**src/rtl/perm_chk_pkg.sv**
```systemverilog
package perm_chk_pkg;
  // Fixed by the packing: two domains per 32-bit word, one half each.
  localparam int unsigned WORD_W = 32;
  localparam int unsigned HALF_W = 16;

  function automatic logic [WORD_W-1:0] word_valid_mask(int unsigned nmast);
    logic [WORD_W-1:0] v;
    v = '0;
    for (int unsigned m = 0; m < nmast; m++) begin
      v[2*m]            = 1'b1;
      v[2*m+1]          = 1'b1;
      v[HALF_W+2*m]     = 1'b1;
      v[HALF_W+2*m+1]   = 1'b1;
    end
    return v;
  endfunction

  // Word 0 holds domain 0 in its low half: writes blocked for every master.
  function automatic logic [WORD_W-1:0] word_reset(int unsigned widx, int unsigned nmast);
    logic [WORD_W-1:0] v;
    v = '0;
    if (widx == 0) begin
      for (int unsigned m = 0; m < nmast; m++) v[2*m+1] = 1'b1;
    end
    return v;
  endfunction
endpackage

```
**src/rtl/perm_bank.sv**
```systemverilog
module perm_bank
  import perm_chk_pkg::*;
#(
  parameter int unsigned NUM_MASTERS = 6,
  parameter int unsigned NUM_WORDS   = 8,
  parameter int unsigned ADDR_W      = 12,
  parameter int unsigned BANK_BASE   = 'h0B0
) (
  input  logic                               clk,
  input  logic                               rst_n,
  input  logic                               reg_sel,
  input  logic                               reg_we,
  input  logic [ADDR_W-1:0]                  reg_addr,
  input  logic [WORD_W-1:0]                  reg_wdata,
  output logic [WORD_W-1:0]                  reg_rdata,
  output logic [NUM_WORDS-1:0][WORD_W-1:0]   bank_q
);
  localparam logic [WORD_W-1:0] VMASK = word_valid_mask(NUM_MASTERS);

  genvar gw;
  generate
    for (gw = 0; gw < NUM_WORDS; gw++) begin : g_word
      localparam logic [ADDR_W-1:0]  WADDR = ADDR_W'(BANK_BASE + 4*gw);
      localparam logic [WORD_W-1:0]  RVAL  = word_reset(gw, NUM_MASTERS);
      logic              wr_hit;
      logic [WORD_W-1:0] word_d;

      always_comb begin
        wr_hit = reg_sel && reg_we && (reg_addr == WADDR);
        word_d = reg_wdata & VMASK;
      end

      always_ff @(posedge clk or negedge rst_n) begin
        if (!rst_n)      bank_q[gw] <= RVAL;
        else if (wr_hit) bank_q[gw] <= word_d;
      end
    end
  endgenerate

  logic              rd_req;
  logic [WORD_W-1:0] rd_word;

  always_comb begin
    rd_req  = reg_sel && !reg_we;
    rd_word = '0;
    for (int unsigned w = 0; w < NUM_WORDS; w++) begin
      if (reg_addr == ADDR_W'(BANK_BASE + 4*w)) rd_word = bank_q[w];
    end
  end

  always_ff @(posedge clk or negedge rst_n) begin
    if (!rst_n)      reg_rdata <= '0;
    else if (rd_req) reg_rdata <= rd_word;
  end
endmodule

```
**config.mk**
```make
export PLATFORM = sky130hd
export DESIGN_NAME = perm_bank
export DESIGN_NICKNAME = d
export VERILOG_FILES = /design/src/rtl/perm_chk_pkg.sv /design/src/rtl/perm_bank.sv
export SDC_FILE = /design/constraint.sdc
export NUM_CORES = 1
export LEC_CHECK = 0
export ABC_CLOCK_PERIOD_IN_PS = 1450
export BUFFER_PORTS_ARGS = -buffer_cell sky130_fd_sc_hd__buf_4
export CAP_MARGIN = 20
export CORE_ASPECT_RATIO = 1.4
export CORE_MARGIN = 4
export CORE_UTILIZATION = 46
export CTS_CLUSTER_DIAMETER = 30
export DETAILED_ROUTE_END_ITERATION = 10
export PLACE_DENSITY = 0.83
export SYNTH_ARGS = -nofsm -noshare
export SYNTH_HDL_FRONTEND = slang
export SYNTH_SLANG_ARGS = --single-unit
export TNS_END_PERCENT = 30
```
**constraint.sdc**
```tcl
create_clock -name clk -period 1.45 [get_ports clk]
set_clock_uncertainty 0.05 [all_clocks]
set_input_delay 0.29 -clock clk [delete_from_list [all_inputs] [get_ports clk]]
set_output_delay 0.29 -clock clk [all_outputs]
set_load 0.02 [all_outputs]
```
# Word-level counts from Yosys, hierarchy flattened
# Cells that the tools add are included.
# totals
word_cells,36
reg_bits,224
# classes
n_reduce_logical,11
mux,8
n_eq_ne,8
# op_table
op,count
28-bit two-way mux,8
"12-bit by 8-bit == test with 1-bit output, second input constant",8
1-bit logical AND,10
1-bit logical NOT,1

# Longest topological paths before layout
# logic_depth
word_depth,9
mapped_depth,8
depth_no_buf,5

# Worst setup path before layout
# No wires, ideal clock.
# synth_path
path_kind,input port to flip-flop
startpoint,input port reg_addr[4]
endpoint,register bank_q[227] (netlist name)
n_path_buf,2
stages,5
required_time_ns,1.275
arrival_ns,1.788
setup_ns,0.125
slack_ns,-0.513
cell_sequence,or3b_2 > buf_2 > nor4_4 > buf_6 > mux2_2
# synth_between
elab_chain_cells,2
# synth_rtl
item,line,source
start: declaration,perm_bank.sv:13,"input logic [ADDR_W-1:0] reg_addr,"
12-bit by 8-bit == test with 1-bit output,perm_bank.sv:29,wr_hit = reg_sel && reg_we && (reg_addr == WADDR);
1-bit logical AND,perm_bank.sv:29,
end signal: indexed assignment,perm_bank.sv:35,else if (wr_hit) bank_q[gw] <= word_d;
end: declaration,perm_bank.sv:16,output logic [NUM_WORDS-1:0][WORD_W-1:0] bank_q
# Every way passes these cells.
# A chain may end at the register's enable or synchronous reset.

# Worst setup path after layout
# layout_path
startpoint,input port reg_addr[10]
endpoint,register bank_q[83] (netlist name)
# The elaborated chain is that of the path after synthesis.

==> flow_metrics.tcl <==
set metrics [dict create \
    fin_ws_ns -0.1823 \
    htreeDepth 2 \
    ys.flop_type "dfrtp_1" \
    std_cell_rows 64 \
    min_to "bank_q[104]" \
    wl_per_cell_um 24.91 \
    route.detailed.drc 0 \
    dp_slack_ns -0.6814 \
    layout.nets 1252 \
    vias 8757 \
    crit_arrival_ns 1.96 \
    power_leakage_nw 7.812 \
    synth.avg_cell_area_um2 12.47 \
    max_freq_ghz 0.6126 \
    ys_seq_elements 216 \
    routabilityCongestion 0.8973 \
    synth_edf_count 0 \
    diodes 0 \
    synth-xor-area-share 0 \
    dp_cells 1447 \
    min_period_ns 1.632 \
    ys_seq_area_frac 0.5191 \
    r2r-end "reg_rdata[1]" \
    power_density_nw_per_um2 1055 \
    hp-class "in -> reg" \
    grt_pass1_wl_um 55060 \
    rr_worst_depth 5 \
    die_w_um 135.2 \
    rrSetupSlack_ns -0.07 \
    grt_pass1_vias 9276 \
    wl_um 37990 \
    antenna_found_initial 0 \
    min-delay-start "reg_wdata[8]" \
    yosysWarnings 0 \
    cts_buffer_depth 3 \
    drv_cap 0 \
    r2r-start "bank_q[97]" \
    period_share 1.126 \
    die_area_um2 25170 \
    cp_max_fo 7 \
    grt_max_degree 46 \
    synth_fa_ha_area_frac 0 \
    ir_drop_v 0.001087 \
    synthMuxAreaShare 0.2387 \
    clock-sinks 216 \
    violations "negative setup slack" \
    instances_no_fill 1525 \
    yosys.cell_types.count 51 \
    hold_violations 0 \
    core_area_um2 22100 \
    synthesis.area_um2 10430 \
    synth-simple-area-share 0.09420 \
    setup_violations 220 \
    synth_compound_area_frac 0.07032 \
    syn_to_final_growth_pct 46.39 \
    clock_latency_ns 0.49 \
    placed_area_um2 13350 \
    drt_iter0_markers 612 \
    synthCells 836 \
    crit_required_ns 1.77 \
    initial_utilization 0.4718 \
    rsz0062_at_grt "yes" \
    cts_tree "built" \
    drive_gt1_frac 0.5798 \
    ios 336 \
    maxSlewViolCount 0 \
    hold_depth 2 \
    design_area_um2 15260 \
    die_h_um 186.1 \
    crit_type "in -> reg" \
    dr.pass1.iters 4 \
    holdWs_ns 0.05439 \
    cts_buffers 35 \
    grt_util_all_layers 0.2843 \
    async_flop_share 1.000 \
    status "finished, violations left" \
    ant_nets 0 \
    cts.clk_slew.worst_paths_ns 0.06 \
    synth_top_family_by_area "multiplexers" \
    cpMaxStageDelayCell "nor4b_4" \
    crit_path_max_incr_delay_ns 0.36 \
    crit_chain "buf_8 -> nor4b_4 -> buf_4 -> nand4_4 -> nor3_4 -> buf_6 -> mux2_2" \
    root_buffer "clkbuf_16" \
    globalRouteOverflowTotal 0 \
    cp-end-kind "flop" \
    port_buffers 255 \
    dpl.hpwl_um 26140 \
    start_kind "input pin" \
    via_per_inst 5.742 \
]
==> metal layers <==
layer / track usage / wire, µm / vias to the layer above
li1: - / - / 3630
met1: 0.3277 / 13270 / 4386
met2: 0.4948 / 18840 / 600
met5: 0 / 0 / -
met3: 0.07750 / 3810 / 141
met4: 0.1299 / 2071 / 0
==> power by group <==
group | total (mW) | switching [mW] | internal, mW
logic | 1.35 | 0.889 | 0.463
registers | 6.15 | 0.0505 | 6.10
clock network | 8.59 | 2.86 | 5.73
total | 16.1 | 3.80 | 12.3
==> through the flow <==
step,util,power [mW],TNS [ns]
floorplan,-,6.976,-65.04
global placement,0.6041,7.504,-105.68
CTS,0.6728,16.13,-4.717
finish,0.6906,16.10,-13.54
detailed placement,0.6041,7.528,-114.83
global route,0.6906,16.60,-18.74
==> placed cells by master (no fill, tap or decap), types with 6 or more instances in the layout <==
cell type	count
a211oi_1	14
buf_12	15
mux2_2	144
dfrtp_1	207
a21oi_1	27
o22ai_1	17
nor3_2	17
buf_6	59
o22a_1	18
nor3_1	35
clkbuf_16	40
conb_1	72
nand2_1	25
dfstp_2	6
nor2_1	46
o21ai_0	7
buf_4	301
mux2_4	67
==> worst max-delay path by stage <==
stage	startpoint	endpoint	slack [ns]	cells after the start
2_1_floorplan	reg_addr[4]	bank_q[227]	-0.46	5
3_3_place_gp	reg_addr[10]	reg_rdata[0]	-0.61	8
3_5_place_dp	reg_addr[10]	reg_rdata[0]	-0.68	8
4_1_cts	reg_addr[10]	bank_q[65]	-0.13	7
5_1_grt	reg_addr[10]	bank_q[84]	-0.21	7
6_report	reg_addr[10]	bank_q[83]	-0.18	7
==> layout make-up <==
cell class,count,area [µm²]
multi-input combinational,568,4898
inverter,1,3.754
tap,297,371.6
timing repair buffer,382,3347
clock buffer,44,992.2
fill,1538,6838
sequential,216,5416
clock inverter,17,234.0
==> timing repair <==
item,4_1_cts,5_1_grt
pin swaps,6,3
hold endpoints to repair,34,0
setup buffers,6,6
hold buffers,1,0
resized for setup,63,71
endpoints found under the setup margin,206,163
cloned,1,4
==> sequential cells by signal (all words and copies together) (netlist names) <==
name / flops
bank_q: 192
reg_rdata: 24
==> worst max-delay path: cells and delay by family <==
| kind | cells | cell delay (ns) |
|---|---|---|
| and+or+nand+nor | 3 | 0.78 |
| buffers and inverters | 3 | 0.52 |
| muxes | 1 | 0.35 |
==> logic make-up after synthesis <==
logic type | after synthesis
buffers and inverters | 123
and+or+nand+nor | 170
AOI/OAI and AO/OA | 110
other | 1
muxes | 216
DFF | 216
==> synthesized netlist by cell type, drive strengths merged, types with 4 or more instances <==
cell type / number / area (µm²)
mux2: 211 / 2376
dfrtp: 210 / 5255
buf: 102 / 726.9
nor3: 57 / 324.1
nor2: 47 / 176.4
a21oi: 28 / 140.1
nand2: 27 / 106.4
clkbuf: 20 / 75.07
o22ai: 19 / 118.9
o22a: 18 / 157.7
a211oi: 16 / 120.1
o21ai: 10 / 50.05
and2: 6 / 37.54
dfstp: 6 / 157.7
a31oi: 5 / 31.28
mux4: 5 / 112.6
nor2b: 5 / 31.28
a32oi: 4 / 35.03
nand3: 4 / 25.02
nand4: 4 / 50.05
(Power assumes the default switching activity.)
